===== src/rtl/emrs_pkg.sv =====
package emrs_pkg;
    typedef enum logic [2:0] {
        ST_IDLE,
        ST_WAIT,
        ST_ISSUE,
        ST_GAP,
        ST_DONE
    } emrs_state_t;

    typedef struct packed {
        logic cs_n;
        logic ras_n;
        logic cas_n;
        logic we_n;
    } cmd_pins_t;

    localparam cmd_pins_t PINS_NOP  = '{cs_n: 1'b1, ras_n: 1'b1, cas_n: 1'b1, we_n: 1'b1};
    localparam cmd_pins_t PINS_EMRS = '{cs_n: 1'b0, ras_n: 1'b0, cas_n: 1'b0, we_n: 1'b0};
    localparam logic [1:0] BA_EXT   = 2'b10;

    localparam int PASR_W   = 3;
    localparam int DRIVE_W  = 2;
    localparam int PASR_LSB = 0;
    localparam int DRIVE_LSB = 5;
endpackage


===== src/rtl/emrs_word.sv =====
module emrs_word
    import emrs_pkg::*;
#(
    parameter int ADDR_W      = 13,
    parameter bit DRIVE_FIELD = 1'b1
) (
    input  logic [PASR_W-1:0]  pasr,
    input  logic [DRIVE_W-1:0] drive,
    output logic [ADDR_W-1:0]  word
);
    logic [ADDR_W-1:0] pasr_part;
    logic [ADDR_W-1:0] drive_part;

    always_comb begin
        pasr_part = '0;
        pasr_part[PASR_LSB +: PASR_W] = pasr;
    end

    generate
        if (DRIVE_FIELD) begin : g_drive
            always_comb begin
                drive_part = '0;
                drive_part[DRIVE_LSB +: DRIVE_W] = drive;
            end
        end else begin : g_no_drive
            assign drive_part = '0;
        end
    endgenerate

    assign word = pasr_part | drive_part;
endmodule


===== src/rtl/emrs_gap_timer.sv =====
module emrs_gap_timer #(
    parameter int GAP_CYC = 2
) (
    input  logic clk,
    input  logic rst_n,
    input  logic start,
    output logic last
);
    localparam int CNT_W = $clog2(GAP_CYC + 1) + 1;
    localparam logic [CNT_W-1:0] LOAD = CNT_W'(GAP_CYC);

    logic [CNT_W-1:0] cnt;

    always_ff @(posedge clk) begin
        if (!rst_n) begin
            cnt <= '0;
        end else if (start) begin
            cnt <= LOAD;
        end else if (cnt != '0) begin
            cnt <= cnt - 1'b1;
        end
    end

    assign last = (cnt == CNT_W'(1));
endmodule


===== src/rtl/emrs_seq.sv =====
module emrs_seq
    import emrs_pkg::*;
#(
    parameter int ADDR_W      = 13,
    parameter int GAP_CYC     = 2,
    parameter bit DRIVE_FIELD = 1'b1
) (
    input  logic              clk,
    input  logic              rst_n,
    input  logic              req,
    input  logic [2:0]        pasr_code,
    input  logic [1:0]        drive_code,
    input  logic              banks_idle,
    input  logic              cke_high,
    output logic              cs_n,
    output logic              ras_n,
    output logic              cas_n,
    output logic              we_n,
    output logic [1:0]        ba,
    output logic [ADDR_W-1:0] addr,
    output logic              busy,
    output logic              done
);
    emrs_state_t state, state_nx;
    logic [PASR_W-1:0]  pasr_q;
    logic [DRIVE_W-1:0] drive_q;
    logic [ADDR_W-1:0]  word;
    logic               ready;
    logic               accept;
    logic               gap_last;
    cmd_pins_t          pins;

    assign ready  = banks_idle && cke_high;
    assign accept = (state == ST_IDLE) && req;

    always_ff @(posedge clk) begin
        if (!rst_n) begin
            pasr_q  <= '0;
            drive_q <= '0;
        end else if (accept) begin
            pasr_q  <= pasr_code;
            drive_q <= drive_code;
        end
    end

    emrs_word #(
        .ADDR_W      (ADDR_W),
        .DRIVE_FIELD (DRIVE_FIELD)
    ) u_word (
        .pasr  (pasr_q),
        .drive (drive_q),
        .word  (word)
    );

    emrs_gap_timer #(
        .GAP_CYC (GAP_CYC)
    ) u_gap (
        .clk   (clk),
        .rst_n (rst_n),
        .start (state == ST_ISSUE),
        .last  (gap_last)
    );

    always_comb begin
        state_nx = state;
        unique case (state)
            ST_IDLE:  if (req) state_nx = ready ? ST_ISSUE : ST_WAIT;
            ST_WAIT:  if (ready) state_nx = ST_ISSUE;
            ST_ISSUE: state_nx = ST_GAP;
            ST_GAP:   if (gap_last) state_nx = ST_DONE;
            ST_DONE:  state_nx = ST_IDLE;
            default:  state_nx = ST_IDLE;
        endcase
    end

    always_ff @(posedge clk) begin
        if (!rst_n) state <= ST_IDLE;
        else        state <= state_nx;
    end

    always_comb begin
        pins = PINS_NOP;
        ba   = '0;
        addr = '0;
        busy = 1'b1;
        done = 1'b0;
        unique case (state)
            ST_IDLE:  busy = 1'b0;
            ST_WAIT:  ;
            ST_ISSUE: begin
                pins = PINS_EMRS;
                ba   = BA_EXT;
                addr = word;
            end
            ST_GAP:   ;
            ST_DONE:  done = 1'b1;
            default:  busy = 1'b0;
        endcase
    end

    assign cs_n  = pins.cs_n;
    assign ras_n = pins.ras_n;
    assign cas_n = pins.cas_n;
    assign we_n  = pins.we_n;
endmodule


===== config.mk =====
export PLATFORM = sky130hd
export DESIGN_NAME = emrs_seq
export DESIGN_NICKNAME = d
export VERILOG_FILES = /design/src/rtl/emrs_pkg.sv /design/src/rtl/emrs_word.sv /design/src/rtl/emrs_gap_timer.sv /design/src/rtl/emrs_seq.sv
export SDC_FILE = /design/constraint.sdc
export NUM_CORES = 1
export LEC_CHECK = 0
export ABC_AREA = 1
export BUFFER_PORTS_ARGS = -buffer_cell sky130_fd_sc_hd__buf_2
export CAP_MARGIN = 30
export CORE_MARGIN = 2
export CORE_UTILIZATION = 48
export CTS_CLUSTER_DIAMETER = 120
export DETAILED_ROUTE_END_ITERATION = 12
export GPL_ROUTABILITY_DRIVEN = 0
export HOLD_SLACK_MARGIN = 0.12
export PLACE_DENSITY = 0.85
export SLEW_MARGIN = 10
export SYNTH_ARGS = -nofsm -noshare
export SYNTH_HDL_FRONTEND = slang
export SYNTH_SLANG_ARGS = --single-unit

===== constraint.sdc =====
create_clock -name clk -period 3.4 [get_ports clk]
set_clock_uncertainty 0.15 [all_clocks]
set_input_delay 0.51 -clock clk [delete_from_list [all_inputs] [get_ports clk]]
set_output_delay 0.51 -clock clk [all_outputs]
set_load 0.02 [all_outputs]

======== Yosys cells after proc, flatten, opt, wreduce, memory -nomap -nowiden ========
Index checks and enable logic that the tools add are counted.
word-level totals
  logic and storage cells ................. 36
  register bits ........................... 11
  output and inout bits ................... 21
operators by class
  add/subtract/negate cells ............... 1
  muxes and demuxes ....................... 12
  bitwise logic cells ..................... 2
  reductions and logical operators ........ 8
  equal/unequal tests ..................... 8
operator list
  cell                 number
  $mux 13              1
  $pmux 3 s4           1
  $mux 3               3
  $mux 2               4
  $or 3x7->7           1
  $eq 3x1->1 const B   2
  $eq 3x2->1 const B   2
  $ne 2x2->1 const B   3
  $mux 4               1
  $reduce_or 4->1      1
  $eq 3x3->1 const B   1
  $logic_not 3->1      1
  $reduce_and 3->1     1
  $reduce_bool 3->1    1
  $sub 3x1->3 const B  1
  $logic_and 1x1->1    2
  $mux 1               2
  $reduce_bool 2->1    1
  $reduce_or 2->1      1
  $not 1->1            1

======== Depth between registers and ports, before layout ========
Gate-level depths: netlist of the first run.
  depth after elaboration ................. 4
  gate-level depth with buffers ........... 7
  gate-level depth less buffers ........... 7

======== Hierarchy ========
Synthesis of the first run repeated with hierarchy kept, for this count alone.
unflattened totals
  cells, all modules ...................... 122
  area, all modules ....................... 774.5 um^2
modules (own cells, without submodules)
  module          cells an instance  instances  area an instance (um^2)  seq. area each (um^2)
  emrs_seq        85                 1          505.5                    160.2
  emrs_gap_timer  23                 1          167.7                    60.1
  emrs_word       14                 1          101.3                    0.0

======== Least setup slack after synthesis of the first run ========
Ideal clock, no wire load.
  path type ............................... reg2out
  start ................................... reg state[2]
  end ..................................... out busy
  stages on the path, launching flop included .. 5
  buffers on the path ..................... 0
  path slack .............................. 1.524 ns
  arrival time ............................ 1.216 ns
  path through ............................ dfxtp_1 -> inv_2 -> nor3_1 -> nor2_1 -> nand2_1
on the way
  longest elaborated chain between the ends .. 3
ends and longest elaborated chain
  element                             line            RTL
  start, declared                     emrs_seq.sv:24  emrs_state_t state, state_nx;
  start signal, assigned              emrs_seq.sv:78  else state <= state_nx;
  $eq 3x3->1 (tied with other cells)  emrs_seq.sv:87  unique case (state)
  $reduce_or 4->1 (no source line) *  -
  $mux 1 *                            emrs_seq.sv:87
  end, declared                       emrs_seq.sv:21  output logic busy,
Every way passes the cells marked *; elsewhere a longest branch is shown, timed or not.

======== Worst setup path in the final report of the first run ========
  start ................................... reg state[2]
  end ..................................... out addr[5]
on the way
  longest elaborated chain between the ends .. 2
ends and longest elaborated chain
  element        line            RTL
  $eq 3x2->1     emrs_seq.sv:87
  $mux 13        emrs_seq.sv:87
  end, declared  emrs_seq.sv:20  output logic [ADDR_W-1:0] addr,
No other way between the ends.

==> results of run 1 <==
[sequential cells by signal (all words and copies together), names as in the netlist]
| signal | cells |
|---|---|
| pasr_q | 3 |
| state | 3 |
| drive_q | 2 |
| u_gap.cnt | 3 |
[power groups by stage]
stage / logic [mW] / registers (mW) / clock network (mW)
2_1_floorplan: 0.230 / 0.180 / 0
3_3_place_gp: 0.242 / 0.182 / 0
3_5_place_dp: 0.253 / 0.183 / 0
4_1_cts: 0.253 / 0.180 / 0.0933
5_1_grt: 0.285 / 0.184 / 0.101
6_report: 0.249 / 0.180 / 0.0896
[cells in the final DEF, fill, tap and decap left out, types with 2 or more instances in the layout]
cell type	instances
a21oi_1	9
buf_2	21
clkbuf_4	3
conb_1	9
dfxtp_1	11
inv_1	11
inv_2	3
nand2_1	9
nand3_1	4
nand3_2	2
nor2_1	11
nor2_2	4
o21ai_1	5
[logic make-up (layout without fill, tap and decap cells)]
kind of cell | count (synthesis) | in the layout | synth area share (%)
adders and majority gates | 1 | 1 | 1.83
DFF | 11 | 11 | 32.2
and+or+nand+nor | 36 | 36 | 29.1
other | 1 | 9 | 0.548
buffers and inverters | 29 | 39 | 24.3
AOI/OAI and AO/OA | 15 | 15 | 12.1
[path summary, 6_finish.rpt]
check               start            to  slack [ns]  depth (start not counted)
max              state[2]       addr[5]        1.39                          4
min             pasr_q[2]     pasr_q[2]        0.30                          2
max reg2reg  u_gap.cnt[0]  u_gap.cnt[1]        2.03                          7
min reg2reg     pasr_q[2]     pasr_q[2]        0.30                          2
[cell type report]
cell class / count / area share, %
sequential: 11 / 29.3
multi-input combinational: 61 / 43.7
clock buffer: 4 / 3.50
tap: 15 / 2.50
timing repair buffer: 21 / 14.0
inverter: 14 / 7.00
[worst register-to-register path: stages (launching register included)]
cell	delay (ns)
dfxtp_1	0.37
nor2_1	0.07
ha_1	0.21
nor2_1	0.21
nand3_1	0.12
o211ai_2	0.07
nand2_1	0.07
inv_1	0.05
[per-layer routing]
metal / global-route usage [%] / part of all wire (%) / up-vias
li1: - / - / 309
met1: 15.6 / 43 / 253
met2: 23.1 / 47 / 21
met3: 7.83 / 8.3 / 3
met4: 5.81 / 0.88 / 0
met5: 0 / 0 / -
==> impl_metrics.env, run 1 <==
export IMPL_synth_warnings=0
export IMPL_seqPwrFrac_pct=34.7
export IMPL_dp_cells=122
export IMPL_cts_reportedPaths_clkPinSlew_ns=0.07
export IMPL_critPathCaptureType="output pin"
export IMPL_syn_inst=93
export IMPL_grt_pass1_vias=485
export IMPL_max_freq_ghz=0.497
export IMPL_whs_ns=0.305
export IMPL_avgViaCountPerCell=4.65
export IMPL_worstSetupPathType="flop to output pin"
export IMPL_num_rows=13
export IMPL_regArea_um2=220
export IMPL_synthTopCellsByCount="13 x buf_4, 11 x dfxtp_1, 11 x inv_1, 11 x nor2_1"
export IMPL_antenna_left=0
export IMPL_synth_top_cell_by_area="dfxtp_1"
export IMPL_final_cells=126
export IMPL_setup_viol=0
export IMPL_grt_max_degree=15
export IMPL_p_sw_uw=228
export IMPL_p_total_uw=519
export IMPL_floorplan_initialDensity_pct=51.9
export IMPL_yosysSeqAreaShare_pct=32.2
export IMPL_synth_avg_cell_area_um2=7.36
export IMPL_fin_area_um2=751
export IMPL_cts_tree="yes"
export IMPL_diodes=0
export IMPL_nets=123
export IMPL_numPortBuffers=21
export IMPL_p_per_area_nw_per_um2=692
export IMPL_hold_path_class="flop to flop"
export IMPL_preCtsSetupSlack_ns=1.67
export IMPL_hpwl_um=902
export IMPL_drt_wl_total_um=1130
export IMPL_internal_power_uw=292
export IMPL_yosysMostFrequentCell="buf_4"
export IMPL_yosys_top_cells_area="dfxtp_1 32%, buf_4 14%, a21oi_1 6.6%, inv_1 6.0%, nor2_1 6.0%"
export IMPL_status="finished, final reports clean"
export IMPL_worst_skew_pair_late_latency_ns=0.27
export IMPL_antenna_found_initial=0
export IMPL_synth_seq_cells=11
export IMPL_num_vias=586
export IMPL_crit_chain="inv_2 > nand3_2 > nor2_1 > buf_2"
export IMPL_p_leak_nw=0.393
export IMPL_grt_pass1_wl_um=1900
export IMPL_yosysUniqueCellTypes=22
export IMPL_drtIter0Drc=10
export IMPL_cts_max_level=1
export IMPL_period_needed_ns=2.01
export IMPL_firstDrtPassIters=4
export IMPL_postCtsSetupRepairBufs=0
export IMPL_setup_tns_final_ns=0
export IMPL_cts_buffers=3
export IMPL_clkSinkCount=11
export IMPL_yosysTopAreaCellShare_pct=32.2
export IMPL_cp_start_kind="flop"
export IMPL_grtUsageTotal_pct=14.4
export IMPL_ys_dominant_reg_cell="dfxtp_1"
export IMPL_setup_ws_ns=1.39
export IMPL_pin_count=31
export IMPL_cp_arrival_ns=1.35
export IMPL_ir_worst_vdd_mv=0.362
export IMPL_ctsResizeCount=0
export IMPL_clock_path_buffers=2
export IMPL_slew_violations=0
export IMPL_p_comb_share_pct=48.0
export IMPL_netlist_area_um2=684
export IMPL_gr_total_overflow=0
export IMPL_cts_root_buf="clkbuf_4"
export IMPL_layout_drive_gt1_share_pct=34.2
export IMPL_cp_slowest_stage_delay_ns=0.34
export IMPL_place_area_um2=724
export IMPL_synth_edf_count=0
export IMPL_multiInputGateArea_um2=328
export IMPL_clockPowerShare_pct=17.2
export IMPL_critPathMaxFanout=14
export IMPL_cap_violations=0
export IMPL_core_um2=1320
export IMPL_fill_cells=113
export IMPL_fin_util_pct=57.0
export IMPL_path_buf_inv=2
export IMPL_switching_share_pct=43.8
export IMPL_final_hold_viol_count=0
export IMPL_rsz0062_at_grt="false"
export IMPL_critPathTopFamily="simple AND/OR/NAND/NOR gates"
export IMPL_die_height_um=41.8
export IMPL_fin_crit_sh_pct=59.1
export IMPL_fp_dieW_um=41.8
export IMPL_cts_hold_buf=0
export IMPL_syn_to_final_growth_pct=9.69
export IMPL_drc_errors=0
export IMPL_die_area_um2=1740
export IMPL_crit_path_top_delay_cell="dfxtp_1"
export IMPL_async_flop_share_pct=0
export IMPL_worstPathRequired_ns=2.74
export IMPL_avgRoutedWirePerCell_um=8.99
Power figures use the tool's default switching activity.
==> inputs of run 2 (changes only) <==
Settings changed: CORE_UTILIZATION 48 to 40, PLACE_DENSITY 0.85 to 0.77.
Clock period 3.4 ns to 1.6 ns, I/O delays scaled along.
==> impl_metrics.env, run 2 (synthesized netlist as in run 1, its figures left out) <==
export IMPL_diodes=0
export IMPL_clock_path_buffers=2
export IMPL_p_comb_share_pct=50.8
export IMPL_dp_cells=123
export IMPL_layout_drive_gt1_share_pct=40.2
export IMPL_antenna_left=0
export IMPL_reg2reg_from="u_gap.cnt[0]"
export IMPL_layout_commonest_cell="buf_2"
export IMPL_gr_total_overflow=0
export IMPL_num_rows=14
export IMPL_status="finished, final reports clean"
export IMPL_pin_count=31
export IMPL_ir_worst_vdd_mv=0.739
export IMPL_p_leak_nw=0.441
export IMPL_cts_root_buf="clkbuf_4"
export IMPL_slew_violations=0
export IMPL_regArea_um2=224
export IMPL_cts_tree="yes"
export IMPL_rrSetupSlack_ns=0.23
export IMPL_period_needed_ns=1.52
export IMPL_cts_max_level=1
export IMPL_drtIter0Drc=8
export IMPL_layout_common_cells="20 x buf_2, 11 x nor2_1, 10 x inv_1"
export IMPL_r2r_cells=7
export IMPL_fin_crit_sh_pct=95.1
export IMPL_setup_viol=0
export IMPL_antenna_found_initial=0
export IMPL_die_height_um=45.4
export IMPL_avgViaCountPerCell=4.80
export IMPL_clockPowerShare_pct=15.5
export IMPL_final_cells=138
export IMPL_fill_cells=157
export IMPL_grt_max_degree=14
export IMPL_preCtsSetupSlack_ns=0.138
export IMPL_cp_start_kind="flop"
export IMPL_grtUsageTotal_pct=15.0
export IMPL_die_area_um2=2060
export IMPL_core_um2=1560
export IMPL_floorplan_initialDensity_pct=43.9
export IMPL_drc_errors=0
export IMPL_fp_dieW_um=45.4
export IMPL_grt_pass1_wl_um=2170
export IMPL_setup_ws_ns=0.0784
export IMPL_reg2reg_to="u_gap.cnt[1]"
export IMPL_nets=134
export IMPL_cts_buffers=3
export IMPL_min_to="drive_q[1]"
export IMPL_hold_path_depth=3
export IMPL_cts_reportedPaths_clkPinSlew_ns=0.07
export IMPL_min_from="drive_code[1]"
export IMPL_switching_share_pct=43.5
export IMPL_cap_violations=0
export IMPL_max_freq_ghz=0.657
export IMPL_clkSinkCount=11
export IMPL_seqPwrFrac_pct=33.6
export IMPL_num_vias=663
export IMPL_p_total_mw=1.19
export IMPL_avgRoutedWirePerCell_um=10.8
export IMPL_numPortBuffers=21
export IMPL_multiInputGateArea_um2=350
export IMPL_hpwl_um=981
export IMPL_reg_top3="pasr_q x3, state x3, u_gap.cnt x3"
export IMPL_firstDrtPassIters=4
export IMPL_critPathMaxFanout=4
export IMPL_cp_arrival_ns=1.13
export IMPL_p_sw_uw=518
export IMPL_syn_to_final_growth_pct=26.9
export IMPL_internal_power_uw=673
export IMPL_critPathCaptureType="output pin"
export IMPL_p_per_area_nw_per_um2=1370
export IMPL_grt_pass1_vias=547
export IMPL_final_hold_viol_count=0
export IMPL_hold_path_class="primary input to flop"
export IMPL_drt_wl_total_um=1500
export IMPL_worstSetupPathType="flop to output pin"
export IMPL_worst_skew_pair_late_latency_ns=0.27
export IMPL_worstPathRequired_ns=1.21
==> run 2: cell types whose count changed in the layout (fill, tap and decap cells not counted) <==
cell           delta
buf_4             +6
dlygate4sd3_1     +5
dfxtp_1           -3
dfxtp_2           +3
buf_2             -1
inv_1             -1
inv_2             +1
nand3_4           +1
nor3_1            -1
nor3_2            +1
==> run 2: worst max path at each step <==
stage	startpoint	to	slack, ns	depth (start not counted)
floorplan	state[2]	busy	0.21	4
global placement	state[2]	addr[5]	0.18	4
detailed placement	state[2]	addr[5]	0.14	4
CTS	state[0]	addr[5]	0.009	4
global route	state[0]	busy	-0.001	5
finish	state[0]	busy	0.08	5
==> run 2: what timing repair did <==
item	in CTS	in global routing
resized for setup	2	4
hold buffers	5	0
endpoints found under the setup margin	11	6
hold endpoints to repair	5	0
cloned	0	1
pin swaps	1	1
setup buffers	3	2
==> run 2: worst max-delay path, stage by stage (launching register included) <==
cell,delay [ns]
dfxtp_2,0.38
inv_2,0.08
nor2_1,0.13
nor2_1,0.07
nand2_1,0.06
buf_2,0.16
==> run 2: routing by layer <==
layer  track usage [%]  up-vias  part of all wire [%]
met1              14.5      299                    38
met5                 0        -                     0
met3              7.20        2                   6.7
met4              5.29        0                  0.87
li1                  -      336                     -
met2              27.4       26                    54
==> run 2: through the flow <==
| stage | util (%) | hold slack (ns) | setup TNS (ns) | cell area [µm²] |
|---|---|---|---|---|
| floorplan | - | 0.264 | 0 | 719 |
| global placement | 46.9 | 0.290 | 0 | 731 |
| detailed placement | 46.9 | 0.298 | 0 | 731 |
| CTS | 53.8 | 0.129 | 0 | 838 |
| global route | 55.7 | 0.142 | -0.00104 | 868 |
| finish | 55.7 | 0.127 | 0 | 868 |
==> run 2: cell type report <==
type	count	share of cell area, %
Clock buffer	4	3.03
Inverter	14	6.05
Multi-Input combinational cell	62	40.3
Sequential cell	11	25.8
Tap cell	16	2.31
Timing Repair Buffer	31	22.5
==> run 2: power groups by stage <==
stage          registers, mW  clock network, mW  logic, mW
2_1_floorplan          0.384                  0      0.490
3_3_place_gp           0.390                  0      0.519
3_5_place_dp           0.394                  0      0.539
4_1_cts                0.392              0.195      0.578
5_1_grt                0.408              0.208      0.677
6_report               0.400              0.185      0.605
